`src/rtl/uart_irq_pkg.sv`:
```
package uart_irq_pkg;

    localparam int NSRC = 4;

    // Source index equals its enable register bit
    localparam int IDX_RX = 0;
    localparam int IDX_TH = 1;
    localparam int IDX_LS = 2;
    localparam int IDX_MS = 3;

    typedef enum logic [1:0] {
        SRC_MS = 2'b00,
        SRC_TH = 2'b01,
        SRC_RX = 2'b10,
        SRC_LS = 2'b11
    } src_code_e;

    function automatic src_code_e code_of(input int idx);
        case (idx)
            IDX_RX:  return SRC_RX;
            IDX_TH:  return SRC_TH;
            IDX_LS:  return SRC_LS;
            default: return SRC_MS;
        endcase
    endfunction

    // Rank 0 is the highest priority
    function automatic int idx_at_rank(input int rank);
        case (rank)
            0:       return IDX_LS;
            1:       return IDX_RX;
            2:       return IDX_TH;
            default: return IDX_MS;
        endcase
    endfunction

endpackage

```
`src/rtl/uart_irq_edge.sv`:
```
module uart_irq_edge #(
    parameter int         W       = 4,
    parameter logic [W-1:0] RST_VAL = '0
) (
    input  logic         clk,
    input  logic         rst_n,
    input  logic [W-1:0] lvl_i,
    output logic         rise_o
);
    logic [W-1:0] prev_d, prev_q;

    always_comb begin
        prev_d = lvl_i;
        rise_o = |(lvl_i & ~prev_q);
    end

    always_ff @(posedge clk) begin
        if (!rst_n) prev_q <= RST_VAL;
        else        prev_q <= prev_d;
    end
endmodule

```
`src/rtl/uart_irq_flag.sv`:
```
module uart_irq_flag (
    input  logic clk,
    input  logic rst_n,
    input  logic set_i,
    input  logic clr_i,
    output logic pend_o
);
    logic pend_d, pend_q;

    always_comb begin
        pend_d = pend_q;
        if (clr_i) pend_d = 1'b0;
        if (set_i) pend_d = 1'b1;   // a fresh event outranks a clear
    end

    always_ff @(posedge clk) begin
        if (!rst_n) pend_q <= 1'b0;
        else        pend_q <= pend_d;
    end

    assign pend_o = pend_q;
endmodule

```
`src/rtl/uart_irq_prio.sv`:
```
module uart_irq_prio
    import uart_irq_pkg::*;
(
    input  logic [NSRC-1:0] pend_i,
    input  logic [NSRC-1:0] ena_i,
    output logic            any_o,
    output src_code_e       code_o
);
    logic [NSRC-1:0] live;

    always_comb begin
        live   = pend_i & ena_i;
        any_o  = |live;
        code_o = SRC_MS;
        // walk from lowest to highest rank so the highest rank wins
        for (int r = NSRC - 1; r >= 0; r--) begin
            if (live[idx_at_rank(r)]) code_o = code_of(idx_at_rank(r));
        end
    end
endmodule

```
`src/rtl/uart_irq_ident.sv`:
```
module uart_irq_ident
    import uart_irq_pkg::*;
#(
    parameter int ERR_W = 4,
    parameter int DLT_W = 4,
    parameter int BUS_W = 8
) (
    input  logic             clk,
    input  logic             rst_n,
    input  logic             ier_wr,
    input  logic [NSRC-1:0]  ier_wdata,
    input  logic             iir_rd,
    input  logic             lsr_rd,
    input  logic             msr_rd,
    input  logic             thr_wr,
    input  logic             rx_avail,
    input  logic             thr_empty,
    input  logic [ERR_W-1:0] lsr_err,
    input  logic [DLT_W-1:0] msr_delta,
    output logic [BUS_W-1:0] ier_rdata,
    output logic [BUS_W-1:0] iir,
    output logic             irq
);
    localparam int PAD_W = BUS_W - NSRC;
    localparam int ID_PAD_W = BUS_W - 3;

    typedef struct packed {
        logic [NSRC-1:0] ier;
        logic            rx;
    } st_t;

    st_t st_d, st_q;

    logic [NSRC-1:0] pend;
    logic            any;
    src_code_e       code;
    logic            ls_rise, ms_rise, th_rise;
    logic            th_set, th_clr;

    uart_irq_edge #(.W(ERR_W)) u_ls_edge (
        .clk(clk), .rst_n(rst_n), .lvl_i(lsr_err), .rise_o(ls_rise));

    uart_irq_edge #(.W(DLT_W)) u_ms_edge (
        .clk(clk), .rst_n(rst_n), .lvl_i(msr_delta), .rise_o(ms_rise));

    // reset previous level high: an already-empty holder is not an event
    uart_irq_edge #(.W(1), .RST_VAL(1'b1)) u_th_edge (
        .clk(clk), .rst_n(rst_n), .lvl_i(thr_empty), .rise_o(th_rise));

    always_comb begin
        th_set = th_rise | (ier_wr & ier_wdata[IDX_TH] & thr_empty);
        th_clr = thr_wr | (iir_rd & any & (code == SRC_TH));
    end

    uart_irq_flag u_ls_flag (
        .clk(clk), .rst_n(rst_n), .set_i(ls_rise), .clr_i(lsr_rd),
        .pend_o(pend[IDX_LS]));

    uart_irq_flag u_ms_flag (
        .clk(clk), .rst_n(rst_n), .set_i(ms_rise), .clr_i(msr_rd),
        .pend_o(pend[IDX_MS]));

    uart_irq_flag u_th_flag (
        .clk(clk), .rst_n(rst_n), .set_i(th_set), .clr_i(th_clr),
        .pend_o(pend[IDX_TH]));

    assign pend[IDX_RX] = st_q.rx;

    always_comb begin
        st_d    = st_q;
        st_d.rx = rx_avail;
        if (ier_wr) st_d.ier = ier_wdata;
    end

    always_ff @(posedge clk) begin
        if (!rst_n) st_q <= '0;
        else        st_q <= st_d;
    end

    uart_irq_prio u_prio (
        .pend_i(pend), .ena_i(st_q.ier), .any_o(any), .code_o(code));

    always_comb begin
        ier_rdata = {{PAD_W{1'b0}}, st_q.ier};
        iir       = {{ID_PAD_W{1'b0}}, code, ~any};
        irq       = any;
    end
endmodule

```
`config.mk`:
```
export PLATFORM = sky130hd
export DESIGN_NAME = uart_irq_ident
export DESIGN_NICKNAME = d
export VERILOG_FILES = /design/src/rtl/uart_irq_pkg.sv /design/src/rtl/uart_irq_edge.sv /design/src/rtl/uart_irq_flag.sv /design/src/rtl/uart_irq_prio.sv /design/src/rtl/uart_irq_ident.sv
export SDC_FILE = /design/constraint.sdc
export NUM_CORES = 1
export LEC_CHECK = 0
export ABC_CLOCK_PERIOD_IN_PS = 1100
export BUFFER_PORTS_ARGS = -buffer_cell sky130_fd_sc_hd__buf_2
export CAP_MARGIN = 20
export CELL_PAD_IN_SITES_DETAIL_PLACEMENT = 0
export CELL_PAD_IN_SITES_GLOBAL_PLACEMENT = 1
export CORE_UTILIZATION = 30
export DETAILED_ROUTE_END_ITERATION = 10
export HOLD_SLACK_MARGIN = 0.06
export PLACE_DENSITY = 0.79
export SYNTH_ARGS = -nofsm -noshare
export SYNTH_HDL_FRONTEND = slang
export SYNTH_SLANG_ARGS = --single-unit
```
`constraint.sdc`:
```
create_clock -name clk -period 1.1 [get_ports clk]
set_input_delay 0 -clock clk [delete_from_list [all_inputs] [get_ports clk]]
set_output_delay 0 -clock clk [all_outputs]
set_load 0.1 [all_outputs]
```
## Word level (Yosys, flattened, before mapping)

Cells that the tools add are included.

- Output and inout port bits: 17
- Word-level logic and storage cells: 59
- Input port bits: 21
- Flip-flop bits (word level): 17

- Eq/ne operators: 9
- Mux-type cells: 18
- Reductions and logical operators: 10
- Bitwise operators: 14

Operator list:

| operator | number |
|---|---|
| == test 32 x 1 -> 1 bit (second input constant) | 4 |
| == test 32 x 2 -> 1 bit (second input constant) | 4 |
| zero test 32 bit | 4 |
| two-way mux 32 bit | 4 |
| case mux 2 bit (3 select lines) | 4 |
| AND 4 bit | 3 |
| OR reduction 4 bit | 3 |
| two-way mux 2 bit | 4 |
| inverter 4 bit | 2 |
| two-way mux 1 bit | 6 |
| nonzero test 2 bit | 3 |
| AND 1 bit | 5 |
| == test 2 x 1 -> 1 bit (second input constant) | 1 |
| inverter 1 bit | 2 |
| bitwise OR 1 bit | 2 |

## Logic depth before layout (Yosys ltp)

Gate-level depths: netlist of the first run.

- Depth after elaboration: 13
- Gate-level depth with buffers: 4
- Depth with buffers taken out: 3

## Modules after synthesis

Synthesis of the first run repeated with hierarchy kept, for this count alone.

- Cell total of the unflattened synthesis: 71
- Area, all modules: 764.5 um2

By module, submodules not included:

| module | times used | cells an instance | area each (um2) |
|---|---|---|---|
| uart_irq_edge at u_ls_edge ... | 2 | 13 | 143.9 |
| uart_irq_ident | 1 | 29 | 280.3 |
| uart_irq_flag | 3 | 3 | 41.3 |
| uart_irq_edge at u_th_edge | 1 | 3 | 40.0 |
| uart_irq_prio | 1 | 4 | 32.5 |

## Worst setup path before layout of the first run

No wires, ideal clock.

- Path kind: flip-flop to output port
- Start: reg st_q (netlist bit ier_rdata[2])
- End: out iir[0]
- Data arrival time: 3.472 ns
- Data required time: 1.100 ns
- Slack: -2.372 ns
- Buffers on the path: 0
- Stages on the path, launching flop included: 4
- Path through: dfxtp_1 -> a22o_1 -> a221o_1 -> inv_1

- Cells in the longest elaborated chain, start to end: 3

RTL lines:

| what | RTL line | source |
|---|---|---|
| start, declared | uart_irq_ident.sv:32 | `st_t st_d, st_q;` |
| start signal, assigned | uart_irq_ident.sv:77 | `else st_q <= st_d;` |
| AND 4 bit | uart_irq_prio.sv:12 | `live = pend_i & ena_i;` |
| OR reduction 4 bit | uart_irq_prio.sv:13 | `any_o = \|live;` |
| net irq | uart_irq_ident.sv:22 | `output logic irq` |
| inverter 1 bit | uart_irq_ident.sv:85 | `iir = {{ID_PAD_W{1'b0}}, code, ~any};` |
| end, declared | uart_irq_ident.sv:21 | `output logic [BUS_W-1:0] iir,` |

The timed path passes the listed nets, and every way through them passes these cells.

## Final worst setup path of the first run

- Start: reg st_q (netlist bit ier_rdata[2])
- End: out iir[0]

- Cells in the longest elaborated chain, start to end: 3

RTL lines:

| what | RTL line |
|---|---|
| AND 4 bit | uart_irq_prio.sv:12 |
| OR reduction 4 bit | uart_irq_prio.sv:13 |
| inverter 1 bit | uart_irq_ident.sv:85 |

No other way between the ends.

==> results.yml, run 1 <==
synth:
  synth-edff-count: 0
  synth_cell_types: 20
  syn_area_per_cell_um2: 9.49
  synth_top_area_cell: "dfxtp_1"
  synth.top_cell.area_share_pct: 48.5
  ys_top_cells_by_area: "dfxtp_1 (48%), buf_4 (9.6%), and2_1 (8.0%)"
  syn_inst: 74
  ys.flop_type: "dfxtp_1"
  yosysSeqAreaShare_pct: 48.5
  syn_area_um2: 702
  synth_most_common_cell: "dfxtp_1"
  async_reset_ff_share_pct: 0
  synth.top_cells.by_count: "dfxtp_1 (17), and2_1 (9), buf_4 (9), inv_1 (9), nor2b_1 (5)"
  ys_warn_count: 0
  ys_seq_elements: 17
hold_path:
  hold_path.class: "primary input to flip-flop"
layout:
  fillers: 197
  diodes: 0
  area_growth_syn_to_layout_pct: 76.3
  drive_gt1_share_pct: 39.1
  final_design_area_no_fill_um2: 1240
  fin_nets: 150
timing:
  setup_tns_ps: -1120
  setup_slack_ps: -395
  min_period_ps: 1500
  skew_ps: 3.51
  slew_violations: 0
  post-route-period-util_pct: 136
  fmax_ghz: 0.669
  setup_viol: 4
  hold_viol_final: 0
  rsz0062_at_grt: "yes"
drt:
  drtAntennaViolNets: 0
  viasPerCell: 4.21
  drc: 0
  drtIter0Drc: 4
  routedWlPerCell_um: 10.4
  route.vias.total: 656
  wl_um: 1620
  drt_first_pass_iters: 4
cts:
  tritoncts: "yes"
  ctsHtreeMaxLevel: 1
  cts_inserted_buffers: 3
  max-clock-path-buffers: 2
  cts_root_buffer: "clkbuf_4"
  clkTransAtPathRegs_ps: 100
  cts.sinks: 17
  clkLatencyLatePin_ps: 290
run:
  maxCapViolCount: 0
placed_design:
  numPortBuffers: 28
  placed_cell_area_um2: 992
  gp_congestion: 0.777
  hpwlAfterDp_um: 1110
  place_ws_ps: -110
status:
  violations: "setup timing"
  status: "finished, violations left"
worst_setup_path:
  cp-start-kind: "flip-flop"
  worstSetupPathType: "flip-flop to output port"
  arrival_ps: 1500
  crit_fanout: 2
  r2r_slack_ps: 10
  cp.required_ps: 1100
  crit_path_end_kind: "output port"
power:
  internal_power_w: 0.000983
  combinationalPowerShare_pct: 35.9
  p_seq_share_pct: 42.8
  totalPowerFinal_w: 0.00157
  clkPwrFrac_pct: 21.3
  p_switching_w: 0.000584
  powerDensity_nw_per_um2: 1270
  vdd_drop_max_v: 0.000872
  leakagePower_nw: 0.595
  netSwitchingFraction_pct: 37.3
global_routing:
  grt_pass1_wl_um: 2630
  overflow: 0
  grtUsageTotal_pct: 14.9
  grt_pass1_vias: 628
  antenna_found_initial: 0
  grt_max_degree: 19
die:
  die_area_um2: 2540
  start_util_pct: 31.7
  ioPinCount: 38
  placementRows: 17
  dieWidth_um: 50.4
  coreArea_um2: 2210
  dieHeight_um: 50.4
-- per-layer routing --
metal | routed length, µm | share of wire [%] | vias up | track usage, %
met3 | 113 | 7.0 | 9 | 7.58
li1 | - | - | 330 | -
met5 | 0 | 0 | - | 0
met2 | 816 | 50 | 26 | 24.7
met4 | 58 | 3.6 | 0 | 9.72
met1 | 634 | 39 | 291 | 14.4
-- critical path, stage by stage, from the launching register on --
cell and delay, ps:
dfxtp_4 350, a22o_4 240, a221o_4 350, clkinvlp_4 90, buf_12 160
-- layout by cell type, fill, tap and decap left out, types with 3 or more instances in the layout --
cell type,netlist,layout
o22ai_1,4,4
dfxtp_1,17,12
mux2i_1,3,3
inv_1,9,8
nor2b_1,5,5
dfxtp_2,0,3
buf_12,0,6
conb_1,1,9
and2_1,9,9
clkbuf_4,0,3
buf_4,9,6
dlygate4sd3_1,0,18
buf_2,1,21
-- cells by family (layout without fill, tap and decap cells) --
| kind of cell | after synthesis | count (layout) | synth area share [%] |
|---|---|---|---|
| AOI/OAI and AO/OA | 12 | 12 | 13.5 |
| buffers and inverters | 20 | 66 | 15.7 |
| DFF | 17 | 17 | 48.5 |
| muxes | 3 | 3 | 4.28 |
| other | 1 | 9 | 0.534 |
| and+or+nand+nor | 21 | 21 | 17.5 |
-- metrics by stage --
step	instances	util [%]	hold WS [ps]
floorplan	82	-	73.0
global placement	132	44.9	200
detailed placement	132	44.9	214
CTS	155	55.1	70.2
global route	156	55.9	81.0
finish	156	55.9	73.8
-- sequential cells by signal, summed over array words and instances, names as in the netlist --
register	count
u_th_edge.prev_q	1
u_ls_edge.prev_q	4
u_ls_flag.pend_o	1
u_th_flag.pend_o	1
pend	1
u_ms_flag.pend_o	1
ier_rdata	4
u_ms_edge.prev_q	4
-- what timing repair did --
action,CTS,global route
hold endpoints to repair,16,0
gates resized for setup,5,4
setup buffers,1,2
hold buffers,18,0
pin swaps,1,2
cloned,0,0
setup endpoints to repair,4,6
-- path summary, 6_finish.rpt --
check / from / to / cells past startpoint
min reg2reg: u_th_edge.prev_q / u_th_flag.pend_o / 2
max reg2reg: ier_rdata[2] / u_th_flag.pend_o / 5
max: ier_rdata[2] / iir[0] / 4
min: msr_rd / u_ms_flag.pend_o / 3
-- power groups by stage --
stage	combinational [W]	sequential, W	clock [W]
finish	0.000563	0.000670	0.000334
global route	0.000587	0.000675	0.000383
CTS	0.000557	0.000671	0.000347
detailed placement	0.000499	0.000684	0
global placement	0.000495	0.000681	0
floorplan	0.000322	0.000744	0
-- cell type report --
type | instances | area, µm² | area share, %
tap | 28 | 35.0 | 2.83
multi-input combinational | 45 | 313 | 25.3
sequential | 17 | 352 | 28.4
timing repair buffer | 53 | 473 | 38.2
clock inverter | 1 | 5.00 | 0.404
inverter | 9 | 37.5 | 3.03
clock buffer | 3 | 22.5 | 1.82
Note: power is estimated with default switching activity, not from simulation.
==> inputs of run 2 (changes only) <==
CTS_CLUSTER_SIZE = 24   (was unset)
PLACE_DENSITY = unset   (was 0.79)
PLACE_DENSITY_LB_ADDON = 0.05   (was unset)
RECOVER_POWER = 25   (was unset)
==> run 2 against run 1 <==
Against the previous run:
- final cell count did not move
- flip-flop and latch count unchanged
- core utilization is 0.11 points lower
- the run still ends with setup timing left
- routed wire length down 10%
- first-iteration DRC count shrank 25%
- maximum frequency is 0.24% higher
- non-clock buffer count stayed put
- die area did not move
- critical path depth is the same
- register-to-register slack improved by 20 ps
==> results.yml, run 2 (synthesis results as in run 1) <==
drt:
  viasPerCell: 4.01
  wl_um: 1460
  drc: 0
  drtIter0Drc: 3
  drtAntennaViolNets: 0
  routedWlPerCell_um: 9.33
  drt_first_pass_iters: 3
  route.vias.total: 625
global_routing:
  grt_pass1_wl_um: 2400
  antenna_found_initial: 0
  grt_max_degree: 19
  grt_pass1_vias: 569
  grtUsageTotal_pct: 13.0
  overflow: 0
die:
  start_util_pct: 31.7
  coreArea_um2: 2210
  dieWidth_um: 50.4
  placementRows: 17
  die_area_um2: 2540
  ioPinCount: 38
  dieHeight_um: 50.4
worst_setup_path:
  slowest_stage: "a221o_4"
  max_stage_delay_ps: 350
  cp.required_ps: 1100
  path_buf_inv: 2
  critPathTopFamily: "compound AO/OA/AOI/OAI gates"
  cp_cell_sequence: "a22o_4 > a221o_4 > clkinvlp_4 > buf_12"
  crit_fanout: 2
  worstSetupPathType: "flip-flop to output port"
  arrival_ps: 1490
  cp-start-kind: "flip-flop"
  crit_path_end_kind: "output port"
hold_path:
  hold_path.class: "primary input to flip-flop"
timing:
  slew_violations: 0
  setup_slack_ps: -392
  fmax_ghz: 0.670
  min_period_ps: 1490
  hold_viol_final: 0
  setup_viol: 4
  skew_ps: 5.23
  fin_hold_ws_ps: 82.5
  post-route-period-util_pct: 136
  rsz0062_at_grt: "yes"
layout:
  drive_gt1_share_pct: 38.3
  stdcell_count: 156
  diodes: 0
  fillers: 213
  final_design_area_no_fill_um2: 1230
  multi_input_area_um2: 310
  layout_commonest_cell: "buf_2"
  fin_nets: 150
  ff_latch_area_um2: 352
  post-route-util_pct: 55.8
  area_growth_syn_to_layout_pct: 75.9
  layout_common_cells: "buf_2 (20), dlygate4sd3_1 (18), dfxtp_1 (12), and2_1 (9), conb_1 (9)"
status:
  status: "finished, violations left"
  violations: "setup timing"
cts:
  cts.sinks: 17
  tritoncts: "yes"
  clkLatencyLatePin_ps: 290
  clkTransAtPathRegs_ps: 100
  cts_inserted_buffers: 3
  ctsHtreeMaxLevel: 1
  max-clock-path-buffers: 2
  cts_root_buffer: "clkbuf_4"
placed_design:
  numPortBuffers: 28
  hpwlAfterDp_um: 1040
  dpl.cell_count: 133
  gp_congestion: 0.745
  placed_cell_area_um2: 1000
  place_ws_ps: -117
power:
  powerDensity_nw_per_um2: 1260
  vdd_drop_max_v: 0.000789
  leakagePower_nw: 0.593
run:
  maxCapViolCount: 0
-- run 2: stage by stage --
step / total power (W) / TNS [ps]
2_1_floorplan: 0.00107 / -1550
3_3_place_gp: 0.00118 / -173
3_5_place_dp: 0.00118 / -191
4_1_cts: 0.00158 / -1070
5_1_grt: 0.00163 / -1270
6_report: 0.00156 / -1090
-- run 2: report_power, final --
part	total [W]	switching (W)	internal, W
logic	0.000561	0.000364	0.000197
registers	0.000668	0.0000172	0.000651
clock network	0.000331	0.000195	0.000135
total	0.00156	0.000576	0.000983
-- run 2: layout make-up --
type                       instances  share of cell area [%]
clock buffer                       3                    1.82
clock inverter                     1                   0.405
inverter                           9                    3.04
multi-input combinational         45                    25.1
sequential                        17                    28.5
tap                               28                    2.84
timing repair buffer              53                    38.3
-- run 2: worst paths after layout --
path / from / end / cells after the start / slack, ps
hold / removal: lsr_rd / u_ls_flag.pend_o / 3 / 80
hold reg to reg: u_th_edge.prev_q / u_th_flag.pend_o / 2 / 520
setup reg to reg: u_ls_flag.pend_o / u_th_flag.pend_o / 5 / 30
setup / recovery: u_ls_flag.pend_o / iir[0] / 4 / -390
-- run 2: per-layer routing --
layer / GRT usage (%) / up-vias / share of wire (%)
met5: 0 / - / 0
li1: - / 331 / -
met1: 14.5 / 266 / 48
met3: 6.06 / 4 / 6.7
met2: 21.1 / 24 / 44
met4: 5.56 / 0 / 1.9
-- run 2: timing repair --
item,in CTS,in global routing
buffers inserted,1,1
pin swaps,1,2
setup endpoints to repair,4,5
gates resized for setup,4,3
hold endpoints to repair,17,0
hold buffers,18,0
-- run 2: worst min-delay path, delay by kind of cell --
family / cells / cell delay (ps)
buf+inv: 1 / 100
compound gates: 2 / 250
